`src/rtl/regcmd_pkg.sv`:
```
package regcmd_pkg;
  // Width of a counter that must reach the value n.
  function automatic int unsigned cnt_width(input int unsigned n);
    cnt_width = (n < 1) ? 1 : $clog2(n + 1);
  endfunction

  // Rising edges after release until the flag is high.
  function automatic int unsigned ready_edge(input int unsigned n);
    ready_edge = n + 2;
  endfunction
endpackage

```
`src/rtl/regcmd_rst_sync.sv`:
```
module regcmd_rst_sync #(
  parameter int unsigned STAGES = 2
) (
  input  logic clk,
  input  logic rst_n,
  output logic rel_sync
);
  logic [STAGES-1:0] chain;

  always_ff @(posedge clk or negedge rst_n) begin
    if (!rst_n) chain <= '0;
    else        chain <= {chain[STAGES-2:0], 1'b1};
  end

  assign rel_sync = chain[STAGES-1];
endmodule

```
`src/rtl/regcmd_act_timer.sv`:
```
module regcmd_act_timer
  import regcmd_pkg::*;
#(
  parameter int unsigned ACT_CYCLES = 8
) (
  input  logic clk,
  input  logic rst_n,
  input  logic rel_sync,
  output logic act_done
);
  localparam int unsigned CW = cnt_width(ACT_CYCLES);
  localparam logic [CW-1:0] LIMIT = CW'(ACT_CYCLES);

  logic [CW-1:0] cnt;
  logic          at_limit;

  assign at_limit = (cnt == LIMIT);

  always_ff @(posedge clk or negedge rst_n) begin
    if (!rst_n)                  cnt <= '0;
    else if (!rel_sync)          cnt <= '0;
    else if (!at_limit)          cnt <= cnt + 1'b1;
  end

  assign act_done = rel_sync && at_limit;
endmodule

```
`src/rtl/regcmd_pipe.sv`:
```
module regcmd_pipe #(
  parameter int unsigned W = 20
) (
  input  logic         clk,
  input  logic         rst_n,
  input  logic         load_en,
  input  logic [W-1:0] d,
  output logic [W-1:0] q
);
  genvar g;
  generate
    for (g = 0; g < W; g++) begin : g_lane
      always_ff @(posedge clk or negedge rst_n) begin
        if (!rst_n) q[g] <= 1'b0;
        else        q[g] <= load_en & d[g];
      end
    end
  endgenerate
endmodule

```
`src/rtl/regcmd_buffer.sv`:
```
module regcmd_buffer #(
  parameter int unsigned ADDR_W     = 14,
  parameter int unsigned CS_W       = 2,
  parameter int unsigned ACT_CYCLES = 8
) (
  input  logic              clk,
  input  logic              rst_n,
  input  logic [ADDR_W-1:0] in_addr,
  input  logic [CS_W-1:0]   in_cs_n,
  input  logic              in_ras_n,
  input  logic              in_cas_n,
  input  logic              in_we_n,
  input  logic              in_cke,
  output logic [ADDR_W-1:0] out_addr,
  output logic [CS_W-1:0]   out_cs_n,
  output logic              out_ras_n,
  output logic              out_cas_n,
  output logic              out_we_n,
  output logic              out_cke,
  output logic              act_done
);
  localparam int unsigned BUS_W = ADDR_W + CS_W + 4;

  logic             rel_sync;
  logic             load_en;
  logic [BUS_W-1:0] in_bus;
  logic [BUS_W-1:0] out_bus;

  // Bus order, MSB first: cke, we_n, cas_n, ras_n, cs_n, addr
  assign in_bus = {in_cke, in_we_n, in_cas_n, in_ras_n, in_cs_n, in_addr};

  regcmd_rst_sync #(.STAGES(2)) u_sync (
    .clk(clk), .rst_n(rst_n), .rel_sync(rel_sync)
  );

  regcmd_act_timer #(.ACT_CYCLES(ACT_CYCLES)) u_timer (
    .clk(clk), .rst_n(rst_n), .rel_sync(rel_sync), .act_done(load_en)
  );

  regcmd_pipe #(.W(BUS_W)) u_pipe (
    .clk(clk), .rst_n(rst_n), .load_en(load_en), .d(in_bus), .q(out_bus)
  );

  assign {out_cke, out_we_n, out_cas_n, out_ras_n, out_cs_n, out_addr} = out_bus;
  assign act_done = load_en;
endmodule

```
`config.mk`:
```
export PLATFORM = sky130hd
export DESIGN_NAME = regcmd_buffer
export DESIGN_NICKNAME = d
export VERILOG_FILES = /design/src/rtl/regcmd_pkg.sv /design/src/rtl/regcmd_rst_sync.sv /design/src/rtl/regcmd_act_timer.sv /design/src/rtl/regcmd_pipe.sv /design/src/rtl/regcmd_buffer.sv
export SDC_FILE = /design/constraint.sdc
export NUM_CORES = 1
export LEC_CHECK = 0
export BUFFER_PORTS_ARGS = -buffer_cell sky130_fd_sc_hd__buf_4
export CORE_ASPECT_RATIO = 0.7
export CORE_MARGIN = 2
export CORE_UTILIZATION = 40
export CTS_CLUSTER_DIAMETER = 50
export DETAILED_ROUTE_END_ITERATION = 7
export GPL_ROUTABILITY_DRIVEN = 0
export PLACE_DENSITY_LB_ADDON = 0.1
export SYNTH_ARGS = -nofsm -noshare
export SYNTH_HDL_FRONTEND = slang
export SYNTH_SLANG_ARGS = --single-unit
```
`constraint.sdc`:
```
create_clock -name clk -period 1.2 [get_ports clk]
set_input_delay 0.24 -clock clk [delete_from_list [all_inputs] [get_ports clk]]
set_output_delay 0.24 -clock clk [all_outputs]
set_load 0.03 [all_outputs]
```
# Word-level counts from Yosys, hierarchy flattened
# Index checks and enable logic that the tools add are counted.
dict set report word_totals {
  register_bits 26
  out_inout_bits 21
}
dict set report op_classes {
  n_addsub 1
  eq_ne 2
  mux 2
  bitwise_logic 20
  reduce_logical 1
}
# cell count
set op_table {}
lappend op_table {{bitwise AND 1 bit} 20}
lappend op_table {{two-way mux 4 bit} 2}
lappend op_table {{adder 4 x 1 -> 4 bit, second input constant} 1}
lappend op_table {{equality test 4 bit, second input constant} 1}
lappend op_table {{!= test 2 bit, second input constant} 1}
lappend op_table {{logical AND 1 bit} 1}

# Depth between registers and ports, before layout
# Gate-level depths: netlist of run 1.
dict set report logic_depth {
  word_depth 3
  ltp_mapped 5
}

# Cells and area by module
# A second synthesis of run 1 with hierarchy kept.
dict set report hier_totals {
  hier_cells 66
  area_unflattened_um2 937.1
}
# module n_inst cells_per_inst area_each_um2 seq_area_each_um2
set modules_own_cells {}
lappend modules_own_cells {regcmd_pipe 1 42 661.9 500.5}
lappend modules_own_cells {regcmd_act_timer 1 21 221.5 100.1}
lappend modules_own_cells {regcmd_rst_sync 1 3 53.8 50.0}

# Worst setup path after synthesis of run 1
# No wires, ideal clock.
dict set report synth_path {
  path_type {register to register}
  start {register u_timer.cnt[0]}
  end {register u_pipe.q[0]}
  t_arrival_ps 1154
  setup_slack_ps -74
  stages_incl_launch_ff 6
  n_path_buf 1
  synth_period_minus_slack_ps 1274
  path_cell_list {dfrtp_1 -> inv_1 -> ha_1 -> and4b_4 -> buf_6 -> and2_2}
}
dict set report synth_between {
  elab_chain_cells 3
}
# element line_no
set synth_rtl {}
lappend synth_rtl {{from (decl)} regcmd_act_timer.sv:14} ;# logic [CW-1:0] cnt;
lappend synth_rtl {{from (signal assigned)} regcmd_act_timer.sv:22} ;# else if (!at_limit) cnt <= cnt + 1'b1;
lappend synth_rtl {{equality test 4 bit} regcmd_act_timer.sv:17} ;# assign at_limit = (cnt == LIMIT);
lappend synth_rtl {{logical AND 1 bit} regcmd_act_timer.sv:25} ;# assign act_done = rel_sync && at_limit;
lappend synth_rtl {{named net act_done} regcmd_buffer.sv:20} ;# output logic act_done
lappend synth_rtl {{bitwise AND 1 bit} regcmd_pipe.sv:15} ;# else q[g] <= load_en & d[g];
lappend synth_rtl {{to (signal, indexed assignment)} regcmd_pipe.sv:15}
lappend synth_rtl {{to (decl)} regcmd_pipe.sv:8} ;# output logic [W-1:0] q
# The timed path passes the listed nets, and every way through them passes these cells.
# A chain may end at the register's enable or synchronous reset.

# Final worst setup path of run 1
dict set report layout_path {
  start {register u_timer.cnt[0]}
  end {output port act_done}
}
dict set report layout_between {
  elab_chain_cells 2
}
# element line_no
set layout_rtl {}
lappend layout_rtl {{equality test 4 bit} regcmd_act_timer.sv:17}
lappend layout_rtl {{logical AND 1 bit} regcmd_act_timer.sv:25}
lappend layout_rtl {{to (decl)} regcmd_buffer.sv:20}
# Every way passes these cells.

==> flow_metrics.py, run 1 <==
metrics = {
    "power_and_ir_drop": {
        "switching_share_pct": 20.7,
        "seq_power_share_pct": 65.0,
        "clkPwrFrac_pct": 24.7,
        "power_mw": 1.38,
        "power.switching_mw": 0.286,
        "power_frac_comb_pct": 10.3,
        "internal_power_mw": 1.09,
        "vdd_drop_max_uv": 598,
        "power_density_mw_per_mm2": 933,
        "total_leakage_power_nw": 0.791,
    },
    "sta": {
        "post-route-period-util_pct": 128,
        "setup_violations": 22,
        "final_max_slew_viol_count": 0,
        "report.final.hold_viol_count": 0,
        "fin_skew_ns": 0.00306,
        "fmax_mhz": 654,
        "fin_tns_setup_ns": -4.68,
        "period_needed_ns": 1.53,
        "rsz0062_at_grt": "true",
        "timing.final.ws_setup_ns": -0.330,
    },
    "cells_and_area": {
        "fin_nets": 147,
        "drive_gt1_share_pct": 66.1,
        "fillers": 176,
        "n_antenna_cell": 0,
        "most-common-layout-cells": "48 x buf_4, 26 x dfrtp_1, 17 x and2_4",
        "layout_commonest_cell": "buf_4",
        "area_growth_syn_to_layout_pct": 57.3,
    },
    "synthesis": {
        "synth_top_family_by_area": "simple AND/OR/NAND/NOR gates",
        "synth-xor-area-share_pct": 1.87,
        "synth_fa_ha_area_share_pct": 2.67,
        "syn_area_um2": 938,
        "synth_warnings": 0,
        "synth_cell_types": 16,
        "seq_area_frac_synth_pct": 69.3,
        "syn_avg_cell_area_um2": 14.2,
        "synthMuxAreaShare_pct": 1.07,
        "synth_compound_gate_area_share_pct": 1.07,
        "synth_fp_nets": 90,
        "syn_inst": 66,
        "ys_ff_latch": 26,
        "synthSimpleGateAreaFrac_pct": 20.4,
    },
    "floorplanning": {
        "row_count": 14,
        "io_pins": 43,
        "fp.coreArea_mm2": 0.00219,
        "die-width_um": 61.9,
        "die_area_mm2": 0.00276,
        "die_h_um": 44.5,
        "floorplan.initialDensity_pct": 42.9,
    },
    "clock_tree": {
        "h-tree-depth": 1,
        "cts.sinks": 26,
        "cts.clk_slew.worst_paths_ns": 0.12,
        "root_buffer": "clkbuf_4",
        "cts_tree": "done",
        "cts_buffers": 3,
        "insertion_delay_ns": 0.30,
        "cts_buffer_depth": 2,
    },
    "global_route": {
        "overflow": 0,
        "grt_pass1_wl_um": 2790,
        "grt_pass1_vias": 626,
        "antenna_found_initial": 0,
        "grt_util_all_layers_pct": 14.4,
        "grt_max_degree": 27,
    },
    "setup_path": {
        "crit_path_start_kind": "flip-flop",
        "cp_max_fo": 2,
        "critPathCaptureType": "output pin",
        "required_ns": 0.96,
        "worst-setup-path-type": "flip-flop to output pin",
        "cp.arrival_ns": 1.29,
    },
    "placed_design": {
        "dp_slack_ns": -0.0537,
        "io_buffers": 42,
    },
    "drt": {
        "vias": 660,
        "post_drt_via_cell_ratio": 4.31,
        "wl_per_cell_um": 11.7,
        "drt_pass1_iterations": 2,
        "drc_errors": 0,
        "ant_nets": 0,
        "drt_first_iter_violations": 4,
        "wirelength_um": 1780,
    },
    "outcome": {
        "violations": "setup timing",
        "outcome": "finished with violations",
    },
    "min_path": {
        "min_path_type": "primary input to flip-flop",
    },
    "job": {
        "cap_violations": 0,
    },
}
power groups by stage:
stage / Sequential (mW) / Clock, mW / Combinational, mW
after floorplan: 0.917 / 0 / 0.0340
after global placement: 0.913 / 0 / 0.133
after detailed placement: 0.912 / 0 / 0.137
after CTS: 0.896 / 0.355 / 0.141
after global routing: 0.898 / 0.393 / 0.157
final: 0.896 / 0.340 / 0.142
repair_timing:
item,4_1_cts,5_1_grt
hold endpoints to repair,26,0
hold buffers,1,0
resized for setup,1,21
endpoints found under the setup margin,14,23
cloned,1,0
setup buffers,1,1
pin swaps,2,2
logic make-up after synthesis:
| logic type | after synthesis |
|---|---|
| compound gates | 2 |
| mux | 1 |
| flops | 26 |
| fa+ha+maj | 2 |
| buf+inv | 4 |
| xor+xnor | 2 |
| other cells | 1 |
| simple gates | 28 |
registers in the layout (all words and copies together) (netlist names):
name and flops:
u_pipe.q 20, u_timer.cnt 4, u_sync.chain 2
cell usage after synthesis (all sizes together):
master / number / area, um^2
o21ai: 1 / 5.00
nand2: 1 / 3.75
conb: 1 / 3.75
buf: 2 / 22.5
nor2b: 1 / 6.26
and4b: 1 / 13.8
xnor2: 2 / 17.5
mux2i: 1 / 10.0
ha: 2 / 25.0
nand3b: 1 / 7.51
inv: 2 / 7.51
and2: 22 / 150
a21oi: 1 / 5.00
nand3: 2 / 10.0
dfrtp: 26 / 651
through the flow:
step,instance area (um^2),cells,util (%),hold WS (ns)
after detailed placement,1360,146,61.9,0.162
final,1480,153,67.4,0.146
after floorplan,955,66,-,-0.0556
after global placement,1360,146,61.9,0.159
after CTS,1430,152,65.4,0.124
after global routing,1480,153,67.4,0.126
cell type report:
type / count / area, um^2 / share of cell area, %
tap: 32 / 40.0 / 2.71
inverter: 2 / 7.51 / 0.508
sequential: 26 / 651 / 44.1
timing repair buffer: 54 / 452 / 30.6
clock buffer: 3 / 22.5 / 1.53
multi-input combinational: 36 / 304 / 20.6
final timing paths:
| check | from | end | slack (ns) | cells after the start |
|---|---|---|---|---|
| worst max-delay path | u_timer.cnt[0] | act_done | -0.33 | 4 |
| worst min register to register | u_sync.chain[0] | u_sync.chain[1] | 0.37 | 0 |
| worst max register to register | u_timer.cnt[0] | u_pipe.q[0] | -0.24 | 7 |
| worst min-delay path | in_addr[13] | u_pipe.q[13] | 0.15 | 2 |
| min in group asynchronous | rst_n | u_pipe.q[10] | 0.37 | 2 |
| max in group asynchronous | rst_n | u_pipe.q[2] | 0.59 | 2 |
worst max-delay path: stages, from the launching register on:
cell and delay (ns):
dfrtp_1 0.41, inv_2 0.08, ha_4 0.12, and4b_4 0.25, buf_6 0.13
layer usage:
metal / part of all wire, % / GRT usage, %
met1: 40 / 18.9
met5: 0 / 0
met3: 7.8 / 5.26
met2: 52 / 24.0
met4: 0 / 1.28
(Power assumes the default switching activity.)
==> run 2, diff against run 1 <==
ABC_AREA = 1   (was not set)
CORE_UTILIZATION = 41   (was 40)
==> flow_metrics.py, run 2 <==
metrics = {
    "synthesis": {
        "synth_warnings": 0,
        "synth-edff-count": 0,
        "syn_avg_cell_area_um2": 10.4,
        "synth_cell_types": 14,
        "ys_async_sr_fraction_pct": 100,
        "ys_ff_latch": 26,
        "ys_top_cells_by_area": "dfrtp_1 63%, nor2_2 11%, inv_1 9.4%",
        "synth_fp_nets": 124,
        "seq_area_frac_synth_pct": 62.5,
        "yosysTopAreaCell": "dfrtp_1",
        "synth_top_cell_area_share_pct": 62.5,
        "synth_flop_cell": "dfrtp_1",
        "syn_inst": 100,
        "ys_top_cells_by_count": "26 x dfrtp_1, 26 x inv_1, 18 x nor2_2",
        "syn_area_mm2": 0.00104,
    },
    "cells_and_area": {
        "reg.largest.list": "u_pipe.q (20), u_timer.cnt (4), u_sync.chain (2)",
        "layout_commonest_cell": "buf_4",
        "n_antenna_cell": 0,
        "stdcell_count": 188,
        "design_area_mm2": 0.00167,
        "fin_util_pct": 68.5,
        "largest_register_ffs": 20,
        "area_growth_syn_to_layout_pct": 60.5,
        "most-common-layout-cells": "46 x buf_4, 26 x dfrtp_1, 25 x inv_1, 17 x nor2_4, 7 x nand2_1",
        "drive_gt1_share_pct": 55.8,
        "regMostFlops": "u_pipe.q",
        "fin_nets": 179,
    },
    "placed_design": {
        "dp_slack_ns": 0.00846,
        "dp_hpwl_um": 1350,
        "dp_cells": 178,
        "detailed_place.area_mm2": 0.00144,
        "io_buffers": 42,
    },
    "clock_tree": {
        "cts_buffer_depth": 2,
        "h-tree-depth": 1,
        "cts_tree": "done",
        "cts.clk_slew.worst_paths_ns": 0.13,
        "cts_buffers": 3,
        "insertion_delay_ns": 0.31,
        "root_buffer": "clkbuf_4",
        "cts.sinks": 26,
    },
    "floorplanning": {
        "io_pins": 43,
        "row_count": 15,
        "die-width_um": 64.2,
        "die_h_um": 46.2,
        "fp.coreArea_mm2": 0.00244,
        "die_area_mm2": 0.00296,
        "floorplan.initialDensity_pct": 42.7,
    },
    "sta": {
        "fin_tns_setup_ns": -4.59,
        "timing.final.ws_setup_ns": -0.288,
        "setup_violations": 24,
        "report.final.hold_viol_count": 0,
        "rsz0062_at_grt": "true",
        "fin_skew_ns": 0.00703,
        "fmax_mhz": 672,
        "period_needed_ns": 1.49,
        "final_max_slew_viol_count": 0,
        "post-route-period-util_pct": 124,
    },
    "setup_path": {
        "cp.arrival_ns": 1.25,
        "cp_num_buf_inv": 2,
        "required_ns": 0.96,
        "r2r_cells": 9,
        "crit_path_start_kind": "flip-flop",
        "worst-setup-path-type": "flip-flop to output pin",
        "cp_max_fo": 2,
        "slowest_stage": "dfrtp_1",
        "worstSetupPathDepth": 5,
        "crit_family": "flip-flops",
        "critPathMaxStageDelay_ns": 0.41,
        "critPathCaptureType": "output pin",
        "path_cells": "inv_2 > ha_4 > nand2_4 > nor2_4 > buf_6",
    },
    "outcome": {
        "outcome": "finished with violations",
        "violations": "setup timing",
    },
    "drt": {
        "wirelength_um": 1990,
        "drt_pass1_iterations": 4,
        "wl_per_cell_um": 10.6,
        "ant_nets": 0,
        "drc_errors": 0,
        "post_drt_via_cell_ratio": 4.28,
        "drt_first_iter_violations": 7,
        "vias": 805,
    },
    "global_route": {
        "grt_pass1_wl_um": 2900,
        "grt_util_all_layers_pct": 13.0,
        "overflow": 0,
        "grt_pass1_vias": 702,
        "antenna_found_initial": 0,
        "grt_max_degree": 27,
    },
    "min_path": {
        "min_path_type": "primary input to flip-flop",
        "whs_path_depth": 3,
    },
    "power_and_ir_drop": {
        "total_leakage_power_nw": 0.924,
        "power_density_mw_per_mm2": 905,
        "vdd_drop_max_uv": 633,
    },
    "job": {
        "cap_violations": 0,
    },
}
## run 2: cell count changes in the layout (fill, tap and decap cells not counted), moves of 3 or more
cell and delta:
nor2_2 +5, nor2_1 +5, nand2_1 +6, inv_1 +25
nor2_4 +17, nand2_2 +3, and2_2 -3, and2_4 -17
## run 2: cell type report
type                    count  area [um^2]
flip-flops and latches     26          651
multi-input cells          45          380
repair buffers             52          457
well taps                  34         42.5
inverters                  27          104
fillers                   202          769
clock buffers               4         36.3
## run 2: layer usage
metal | vias to the layer above | wire [um] | GRT usage (%)
met4 | 0 | 45 | 2.55
met2 | 31 | 1040 | 23.8
met5 | - | 0 | 0
met3 | 6 | 189 | 6.36
li1 | 383 | - | -
met1 | 385 | 718 | 14.3
## run 2: logic make-up after synthesis
logic type / count (synthesis) / share of synthesized area, %
and+or+nand+nor: 41 / 22.4
adders and majority gates: 2 / 2.40
AOI/OAI and AO/OA: 1 / 0.480
DFF: 26 / 62.5
other: 1 / 0.360
buffers and inverters: 29 / 11.9
## run 2: final timing paths
check	start	end	slack (ns)
setup / recovery	u_timer.cnt[1]	act_done	-0.29
hold / removal	in_addr[8]	u_pipe.q[8]	0.14
setup reg to reg	u_timer.cnt[1]	u_pipe.q[16]	-0.22
hold reg to reg	u_sync.chain[0]	u_sync.chain[1]	0.37
max in group asynchronous	rst_n	u_pipe.q[17]	0.59
min in group asynchronous	rst_n	u_timer.cnt[0]	0.36
## run 2: worst reg2reg max path, cell delays in order, from the launching register on
cell and delay [ns]:
dfrtp_1 0.41, inv_2 0.08, ha_4 0.14, nand2_4 0.06, buf_4 0.13, buf_4 0.13, inv_4 0.06, nand2_8 0.09
clkbuf_16 0.19, nor2_2 0.08
## run 2: per-stage QoR
step	hold WS [ns]	power, mW
2_1_floorplan	-0.0556	0.971
3_3_place_gp	0.165	1.05
3_5_place_dp	0.167	1.06
4_1_cts	0.117	1.50
5_1_grt	0.109	1.61
6_report	0.135	1.51
## run 2: what timing repair did
item | CTS | global route
endpoints found under the hold margin | 26 | 0
hold buffers | 1 | 0
pin swaps | 2 | 2
cloned | 0 | 2
gates resized for setup | 2 | 23
buffers inserted | 2 | 1
setup endpoints to repair | 1 | 24
## run 2: power breakdown
group	internal (mW)	switching (mW)
Clock	0.185	0.237
Sequential	0.888	0.00991
Combinational	0.0947	0.0964
Total	1.17	0.343
